<file path="src/rtl/branch_trace_buf.sv">
module branch_trace_buf #(
  parameter int DEPTH = 16,
  parameter int AW = 9,
  parameter logic [AW-1:0] CTRL_A = 9'h000,
  parameter logic [AW-1:0] STAT_A = 9'h004,
  parameter logic [AW-1:0] DATA_A = 9'h100
) (
  input  logic          clk,
  input  logic          rst_n,
  input  logic          ev_valid,
  input  logic [31:0]   ev_src,
  input  logic [31:0]   ev_dst,
  input  logic          ev_hwloop,
  input  logic [3:0]    ev_level,
  input  logic [AW-1:0] reg_addr,
  input  logic          reg_wr,
  input  logic          reg_rd,
  input  logic [31:0]   reg_wdata,
  output logic [31:0]   reg_rdata,
  output logic          ovf_exc
);
  localparam int IW = $clog2(DEPTH);
  localparam int CW = IW + 1;

  logic [4:0]    ctrl;
  logic [31:0]   src_m [DEPTH];
  logic [31:0]   dst_m [DEPTH];
  logic [IW-1:0] top;
  logic [CW-1:0] cnt;
  logic          second;
  logic [31:0]   rd_val;

  wire rd_data = reg_rd && reg_addr == DATA_A && cnt != '0;
  wire pop     = rd_data && second;

  wire [IW-1:0] top_p = top - IW'(pop);
  wire [CW-1:0] cnt_p = cnt - CW'(pop);
  wire [IW-1:0] n1    = top_p - IW'(1);
  wire [IW-1:0] n2    = top_p - IW'(2);
  wire [IW-1:0] head  = top - IW'(1);

  wire accept = ev_valid && ctrl[0] && ctrl[1] && !ev_hwloop && ev_level != 4'd1
                && !(ev_level <= 4'd3 && ctrl[2]);
  wire full   = cnt_p == CW'(DEPTH);
  wire ovf    = accept && full && ctrl[2];

  wire hit1 = ctrl[4:3] != 2'b00 && cnt_p >= CW'(1)
              && ev_src == {src_m[n1][31:1], 1'b0} && ev_dst == {dst_m[n1][31:1], 1'b0};
  wire hit2 = ctrl[4] && cnt_p >= CW'(2)
              && ev_src == {src_m[n2][31:1], 1'b0} && ev_dst == {dst_m[n2][31:1], 1'b0};

  wire comp1 = accept && !ovf && hit1;
  wire comp2 = accept && !ovf && !hit1 && hit2;
  wire push  = accept && !ovf && !hit1 && !hit2;

  always_comb begin
    case (reg_addr)
      CTRL_A:  rd_val = {27'd0, ctrl};
      STAT_A:  rd_val = 32'(cnt);
      DATA_A:  rd_val = (cnt == '0) ? 32'd0 : (second ? src_m[head] : dst_m[head]);
      default: rd_val = 32'd0;
    endcase
  end

  always_ff @(posedge clk) begin
    if (!rst_n) begin
      ctrl      <= '0;
      top       <= '0;
      cnt       <= '0;
      second    <= 1'b0;
      reg_rdata <= '0;
      ovf_exc   <= 1'b0;
    end else begin
      if (reg_wr && reg_addr == CTRL_A) ctrl <= reg_wdata[4:0];
      if (reg_rd) reg_rdata <= rd_val;
      if (rd_data) second <= !second;
      ovf_exc <= ovf;
      top <= push ? top_p + IW'(1) : top_p;
      cnt <= (push && !full) ? cnt_p + CW'(1) : cnt_p;
    end
  end

  always_ff @(posedge clk) begin
    if (push) begin
      src_m[top_p] <= ev_src;
      dst_m[top_p] <= ev_dst;
    end
    if (comp1) dst_m[n1][0] <= 1'b1;
    if (comp2) src_m[n2][0] <= 1'b1;
  end

  AST_CNT_BOUND: assert property (@(posedge clk) disable iff (!rst_n) cnt <= CW'(DEPTH));
  AST_GATED_OFF: assert property (@(posedge clk) disable iff (!rst_n) (!(ctrl[0] && ctrl[1]) && !pop) |=> cnt == $past(cnt) && top == $past(top));
  AST_HWLOOP_IGNORED: assert property (@(posedge clk) disable iff (!rst_n) (ev_hwloop && !pop) |=> cnt == $past(cnt) && top == $past(top));
  AST_OVF_CAUSE: assert property (@(posedge clk) disable iff (!rst_n) ovf_exc |-> $past(ev_valid && ctrl[2] && ev_level > 4'd3));
  AST_OVF_FULL: assert property (@(posedge clk) disable iff (!rst_n) ovf_exc |-> cnt >= CW'(DEPTH - 1));
  AST_CTRL_HOLD: assert property (@(posedge clk) disable iff (!rst_n) !(reg_wr && reg_addr == CTRL_A) |=> $stable(ctrl));
  AST_EMPTY_READ: assert property (@(posedge clk) disable iff (!rst_n) (reg_rd && reg_addr == DATA_A && cnt == '0) |=> reg_rdata == 32'd0);
endmodule

</file>
<file path="config.mk">
export PLATFORM = sky130hd
export DESIGN_NAME = branch_trace_buf
export DESIGN_NICKNAME = d
export VERILOG_FILES = /design/src/rtl/branch_trace_buf.sv
export SDC_FILE = /design/constraint.sdc
export NUM_CORES = 2
export LEC_CHECK = 0
export ABC_AREA = 1
export BUFFER_PORTS_ARGS = -buffer_cell sky130_fd_sc_hd__buf_2
export CORE_UTILIZATION = 30
export DETAILED_ROUTE_END_ITERATION = 8
export PLACE_DENSITY = 0.48
export SETUP_SLACK_MARGIN = 0.05
export SYNTH_ARGS = -nofsm -noshare
export SYNTH_HDL_FRONTEND = slang
export SYNTH_SLANG_ARGS = --single-unit
</file>
<file path="constraint.sdc">
create_clock -name clk -period 13.9 [get_ports clk]
set_input_delay 4.17 -clock clk [delete_from_list [all_inputs] [get_ports clk]]
set_output_delay 4.17 -clock clk [all_outputs]
set_load 0.05 [all_outputs]
</file>
; ---- Word level (Yosys, flattened, before mapping)
; Memory sizes are Yosys's and may differ from the RTL's.
; Index checks and enable logic that the tools add are counted.
[totals]
ramBits = 1024
out_inout_bits = 33
reg_bits = 48
input_bits = 115
mem_bits_ro = 0
wordCells = 80
latch_bits = 0
mem_count = 2
[classes]
n_mux = 17
n_eq_ne = 8
shifts = 0
magnitude_cmp = 3
n_reduce_logical = 37
n_div = 0
bitwise_logic = 0
n_addsub = 7
mul = 0
[mem_list]
columns = memory, words, word_bits, read_ports, rd_ports_with_merged_regs, write_ports, line
row1 = dst_m, 16, 32, 3, 0, 1, 27  ; logic [31:0] dst_m [DEPTH];
row2 = src_m, 16, 32, 3, 0, 1, 26  ; logic [31:0] src_m [DEPTH];
[ops]
columns = cell, n
row1 = $eq A32 B32 Y1, 4
row2 = $mux W32, 4
row3 = $pmux W32 S3, 1
row4 = $reduce_or A32 Y1, 2
row5 = $logic_and A1 B1 Y1, 24
row6 = $mux W4, 3
row7 = $eq A9 B3 Y1 const B, 1
row8 = $eq A9 B9 Y1 const B, 1
row9 = $logic_not A9 Y1, 1
row10 = $sub A4 B1 Y4 const B, 2
row11 = $logic_not A1 Y1, 7
row12 = $mux W1, 6
row13 = $add A5 B1 Y5 const B, 1
row14 = $eq A5 B5 Y1 const B, 1
row15 = $ge A5 B1 Y1 const B, 1
row16 = $ge A5 B2 Y1 const B, 1
row17 = $logic_not A5 Y1, 1
row18 = $mux W5, 1
row19 = $reduce_bool A5 Y1, 1
row20 = $sub A5 B1 Y5, 1
row21 = $add A4 B1 Y4 const B, 1
row22 = $le A4 B2 Y1 const B, 1
row23 = $mux W2, 2
row24 = $ne A4 B1 Y1 const B, 1
row25 = 3 further kinds, 3

; ---- Logic depth before layout (Yosys ltp)
; An unclocked memory read counts as a cell.
[logic_depth]
ltp_word = 17
depth_mapped = 39
depth_no_buf = 35

; ---- Least setup slack after synthesis
; Ideal clock, no wire load.
[synth_path]
path_type = input-to-reg
start = in reg_addr[5]
end = mem src_m[11][10] (enable)
setup_time_ps = 458
arrival_time_ps = 11053
cell_stages = 33
slack_ps = 2389
path_cell_list = nor4_1 nand2_1 nor2_1 nand2_1 nor2_1 clkbuf_1 ha_1 ha_1 inv_1 nand2_1 nand2_1 inv_1 ha_1 buf_2 inv_2 clkbuf_1 buf_1 nand3_1 nand2_1 nand2_1 nand2_1 nand2_1 nand2_1 nand2_1 nor2_1 nand2_1 nor2_1 nand2_1 nor2_4 nand3_1 nand2_1 nand3_1 nor3_1
[synth_via]
elab_chain_len = 17
elab_cells_between_ends = 39
classes_between = add/sub (4) / order compare (2) / eq/ne (6) / mux (6) / reduce/logical (19) / memory (2)
[synth_rtl]
columns = element, line
row1 = start: declaration, 15  ; input logic [AW-1:0] reg_addr,
row2 = $eq A9 B9 Y1 (*), 33  ; wire rd_data = reg_rd && reg_addr == DATA_A && cnt != '0;
row3 = $logic_and A1 B1 Y1 (*) (2 in a row), 33
row4 = $logic_and A1 B1 Y1 (*), 34  ; wire pop = rd_data && second;
row5 = $sub A4 B1 Y4, 36  ; wire [IW-1:0] top_p = top - IW'(pop);
row6 = $sub A4 B1 Y4, 38  ; wire [IW-1:0] n1 = top_p - IW'(1);
row7 = $mem_v2 Z16 W32, n/a
row8 = $eq A32 B32 Y1, 48  ; && ev_src == {src_m[n1][31:1], 1'b0} && ev_dst == {dst_m[n1][31:1], 1'b0};
row9 = $logic_and A1 B1 Y1 (2 in a row), 48
row10 = $logic_not A1 Y1, "53, 54"
row11 = $logic_and A1 B1 Y1, "53, 54"
row12 = $logic_and A1 B1 Y1, 53  ; wire comp2 = accept && !ovf && !hit1 && hit2;
row13 = $mux W1, 89  ; if (comp2) src_m[n2][0] <= 1'b1;
row14 = $mux W1 (not written as such), 89
row15 = $reduce_or A32 Y1 (no source line), n/a
row16 = $mux W4 (no source line) / $mux W2 (equally long branches), n/a
row17 = end: declaration, 26
; Mark *: on every way between the ends. The rest lies on a longest branch, timed or not.

; ---- Worst setup path in the final report
[layout_path]
start = in reg_addr[5]
end = mem dst_m[5][20] (enable)
[layout_via]
elab_chain_len = 16
elab_cells_between_ends = 39
classes_between = add/sub (4) / order compare (2) / eq/ne (6) / mux (6) / reduce/logical (19) / memory (2)
[layout_rtl]
columns = element, line
row1 = $eq A9 B9 Y1 (*), 33
row2 = $logic_and A1 B1 Y1 (*) (2 in a row), 33
row3 = $logic_and A1 B1 Y1 (*), 34
row4 = branches (longest 12 deep; another with $mem_v2 Z16 W32), n/a
row5 = end: declaration, 27
; Every way passes the cells marked *.

==> flow_metrics.py <==
metrics = {
    "floorplan": {
        "top_level_ports": 148,
        "rows": 174,
        "core_um2": 224900,
        "die-area_um2": 228400,
        "die_w_um": 477.9,
        "start_util_pct": 30.21,
        "die_h_um": 477.9,
    },
    "route": {
        "dr_total_vias": 67097,
        "wl_per_cell_um": 25.31,
        "antenna_left": 0,
        "drt-pass1-iter-count": 8,
        "vias_per_cell": 5.502,
        "wirelength_um": 308700,
        "drt_iter0_markers": 8821,
        "route.detailed.drc": 15,
    },
    "worst_setup_path": {
        "worst-path-max-fanout": 88,
        "cp.required_ns": 14.32,
        "crit_type": "primary input to flip-flop",
        "slowest_stage": "nor2_4",
        "crit_family": "simple AND/OR/NAND/NOR gates",
        "cp_common_cell": "nand2_1",
        "cp_slowest_stage_delay_ns": 0.78,
        "critical_path.endpoint_type": "flip-flop",
        "path_buf_inv": 6,
        "cp.arrival_ns": 12.27,
        "cp-start-kind": "primary input",
    },
    "timing": {
        "setup_ws_ns": 2.050,
        "worstMarginPinSlew_ns": 1.230,
        "fin_skew_ns": 0.02867,
        "period_needed_ns": 11.85,
        "rsz0062_at_grt": "no",
        "setup_violations": 0,
        "period_share_pct": 85.25,
        "drv_slew": 0,
        "slew_headroom_pct": 16.70,
        "hold_violations": 0,
        "fmax_ghz": 0.08439,
        "setup_tns_ns": 0,
    },
    "grt": {
        "antenna_found_initial": 39,
        "grt_overflow": 0,
        "grt_use_met2_pct": 41.30,
        "grt_pass1_wl_um": 434000,
        "use_met1_pct": 34.08,
        "grt.total_usage_pct": 26.11,
        "gr-usage-met3_pct": 5.462,
        "grt_most_used_layer": "met2",
        "grt_max_degree": 207,
        "grt_pass1_vias": 61677,
    },
    "logic_synthesis": {
        "synth_seq_cells": 1072,
        "ys_seq_area_share_pct": 46.67,
        "synth_top_cell_by_area": "edfxtp_1",
        "synthCells": 9306,
        "yosysWarnings": 0,
        "synth_top_family_by_area": "simple AND/OR/NAND/NOR gates",
        "syn-num-nets": 9435,
        "synth.avg_cell_area_um2": 7.301,
        "synth_commonest_cells": "nand2_1 (3534), nand3_1 (1558), edfxtp_1 (1024)",
        "synth_edf_count": 1024,
        "synthArstFlopShare_pct": 0,
        "synthDistinctLibCells": 43,
        "synthAdderAreaFrac_pct": 0.2578,
        "netlist.area_leader.share_pct": 45.26,
        "synth-xor-area-share_pct": 0.02578,
        "synthTopCellsByArea": "edfxtp_1 (45%), nand2_1 (20%), nand3_1 (11%), inv_1 (4.4%), a21oi_1 (4.0%)",
        "synth_most_common_cell": "nand2_1",
        "synthSimpleGateAreaFrac_pct": 33.83,
        "synth_top_flop_cell": "edfxtp_1",
        "synth_compound_area_share_pct": 10.55,
        "synth_mux_area_share_pct": 0,
        "synthesis.area_um2": 67950,
    },
    "pwr": {
        "p_sw_share_pct": 22.05,
        "power.share.sequential_pct": 49.0,
        "power_density_nw_per_um2": 95.06,
        "switchingPower_uw": 1591,
        "comb_power_share_pct": 2.0,
        "p_int_uw": 5622,
        "clkPwrFrac_pct": 49.0,
        "p_leak_uw": 0.03239,
        "ir_drop_uv": 132.1,
    },
    "clocking": {
        "clk_latency_ns": 0.81,
        "clk_path_buf_depth": 3,
        "clock-sinks": 1072,
        "htree_levels": 4,
        "cts_tree": "done",
        "cts_resized": 0,
        "cts.hold.buffers_added": 0,
        "clk_pin_slew_worst_paths_ns": 0.05,
        "cts_setup_buffers": 0,
        "root_buffer": "clkbuf_16",
        "numCtsBuffers": 140,
    },
    "place": {
        "post-dp-hpwl_um": 179900,
        "io_buffers": 120,
        "finalWeightedCongestion": 0.8881,
        "place_ws_ns": 1.451,
    },
    "final_layout": {
        "regArea_um2": 31710,
        "fill_cells": 23301,
        "drive_above_1_share_pct": 6.983,
        "syn_to_final_growth_pct": 11.67,
        "fin_nets": 9203,
        "multi_input_area_um2": 30740,
    },
    "job": {
        "max_cap_violations": 0,
    },
    "run_status": {
        "failed_checks": "design-rule violations",
        "status": "finished with violations",
    },
    "min_path": {
        "min_path_type": "flip-flop to flip-flop",
    },
}
-- path summary, 6_finish.rpt --
| path | startpoint | to | slack [ns] | cells after the start |
|---|---|---|---|---|
| hold reg to reg | reg_rdata[3] | reg_rdata[3] | 0.48 | 2 |
| hold / removal | reg_rdata[3] | reg_rdata[3] | 0.48 | 2 |
| setup / recovery | reg_addr[5] | dst_m[5][20] | 2.05 | 31 |
| setup reg to reg | cnt[2] | dst_m[5][20] | 5.58 | 31 |
-- per-layer routing --
layer	part of all wire (%)	wire length, um	vias up
li1	-	-	30635
met1	40	124000	32010
met2	45	138200	3668
met3	10	31800	764
met4	4.7	14530	20
met5	0.044	137	-
-- placed cells by master, fill, tap and decap left out, types with 17 or more instances in the layout --
| master | synthesis | routed |
|---|---|---|
| edfxtp_1 | 1024 | 1024 |
| a221oi_1 | 25 | 25 |
| a21oi_1 | 549 | 549 |
| nor2_1 | 242 | 215 |
| o311ai_0 | 81 | 78 |
| clkbuf_16 | 0 | 142 |
| buf_2 | 261 | 120 |
| o21ai_0 | 448 | 448 |
| nand3_1 | 1558 | 1557 |
| clkinv_2 | 0 | 17 |
| nor3_1 | 29 | 22 |
| nor2_4 | 1 | 28 |
| a211oi_1 | 22 | 22 |
| dfxtp_1 | 48 | 47 |
| inv_1 | 789 | 786 |
| or2_2 | 93 | 93 |
| buf_4 | 19 | 124 |
| buf_12 | 0 | 35 |
| diode_2 | 0 | 25 |
| a22oi_1 | 29 | 29 |
| clkinv_1 | 2 | 25 |
| nand2_1 | 3534 | 3531 |
| o211ai_1 | 73 | 73 |
| clkbuf_1 | 272 | 40 |
-- stage by stage --
step | instance area, um2 | util [%] | power, uW | hold slack (ns) | cells
floorplan | 67950 | - | 3663 | 0.4622 | 9306
global placement | 71490 | 31.79 | 3744 | 0.4731 | 11924
detailed placement | 71490 | 31.79 | 3745 | 0.4731 | 11924
CTS | 75810 | 33.71 | 7258 | 0.4816 | 12171
global route | 75820 | 33.71 | 7385 | 0.5046 | 12174
finish | 75880 | 33.74 | 7213 | 0.4808 | 12196
-- final cells by class --
class                      instances  share of cell area [%]
sequential                      1072                   41.80
multi-input combinational       6779                   40.51
clock buffer                     190                   5.026
tap                             2992                   4.934
inverter                         802                   4.037
timing repair buffer             279                   2.942
clock inverter                    57                  0.6695
antenna                           25                 0.08245
-- state kept, by name (all words and copies together) (netlist names) --
signal	cells
cnt	5
ctrl	5
ovf_exc	1
second	1
src_m	512
dst_m	512
reg_rdata	32
top	4
-- worst register-to-register path, delay by kind of cell (launching register included) --
| family | cells | cell delay (ns) |
|---|---|---|
| adders and majority gates | 2 | 0.93 |
| buffers and inverters | 5 | 2.34 |
| DFF | 1 | 0.39 |
| and+or+nand+nor | 24 | 4.25 |
-- kinds of logic after synthesis --
| group | after synthesis |
|---|---|
| buf+inv | 1455 |
| fa+ha+maj | 14 |
| compound gates | 1264 |
| flops | 1072 |
| xor+xnor | 2 |
| simple gates | 5499 |
-- power by group through the flow --
stage | registers, uW | clock network, uW | logic, uW
global placement | 3600 | 0 | 142
CTS | 3540 | 3580 | 143
floorplan | 3600 | 0 | 61.9
global route | 3530 | 3700 | 156
finish | 3540 | 3530 | 143
detailed placement | 3600 | 0 | 143
Power figures use the tool's default switching activity.
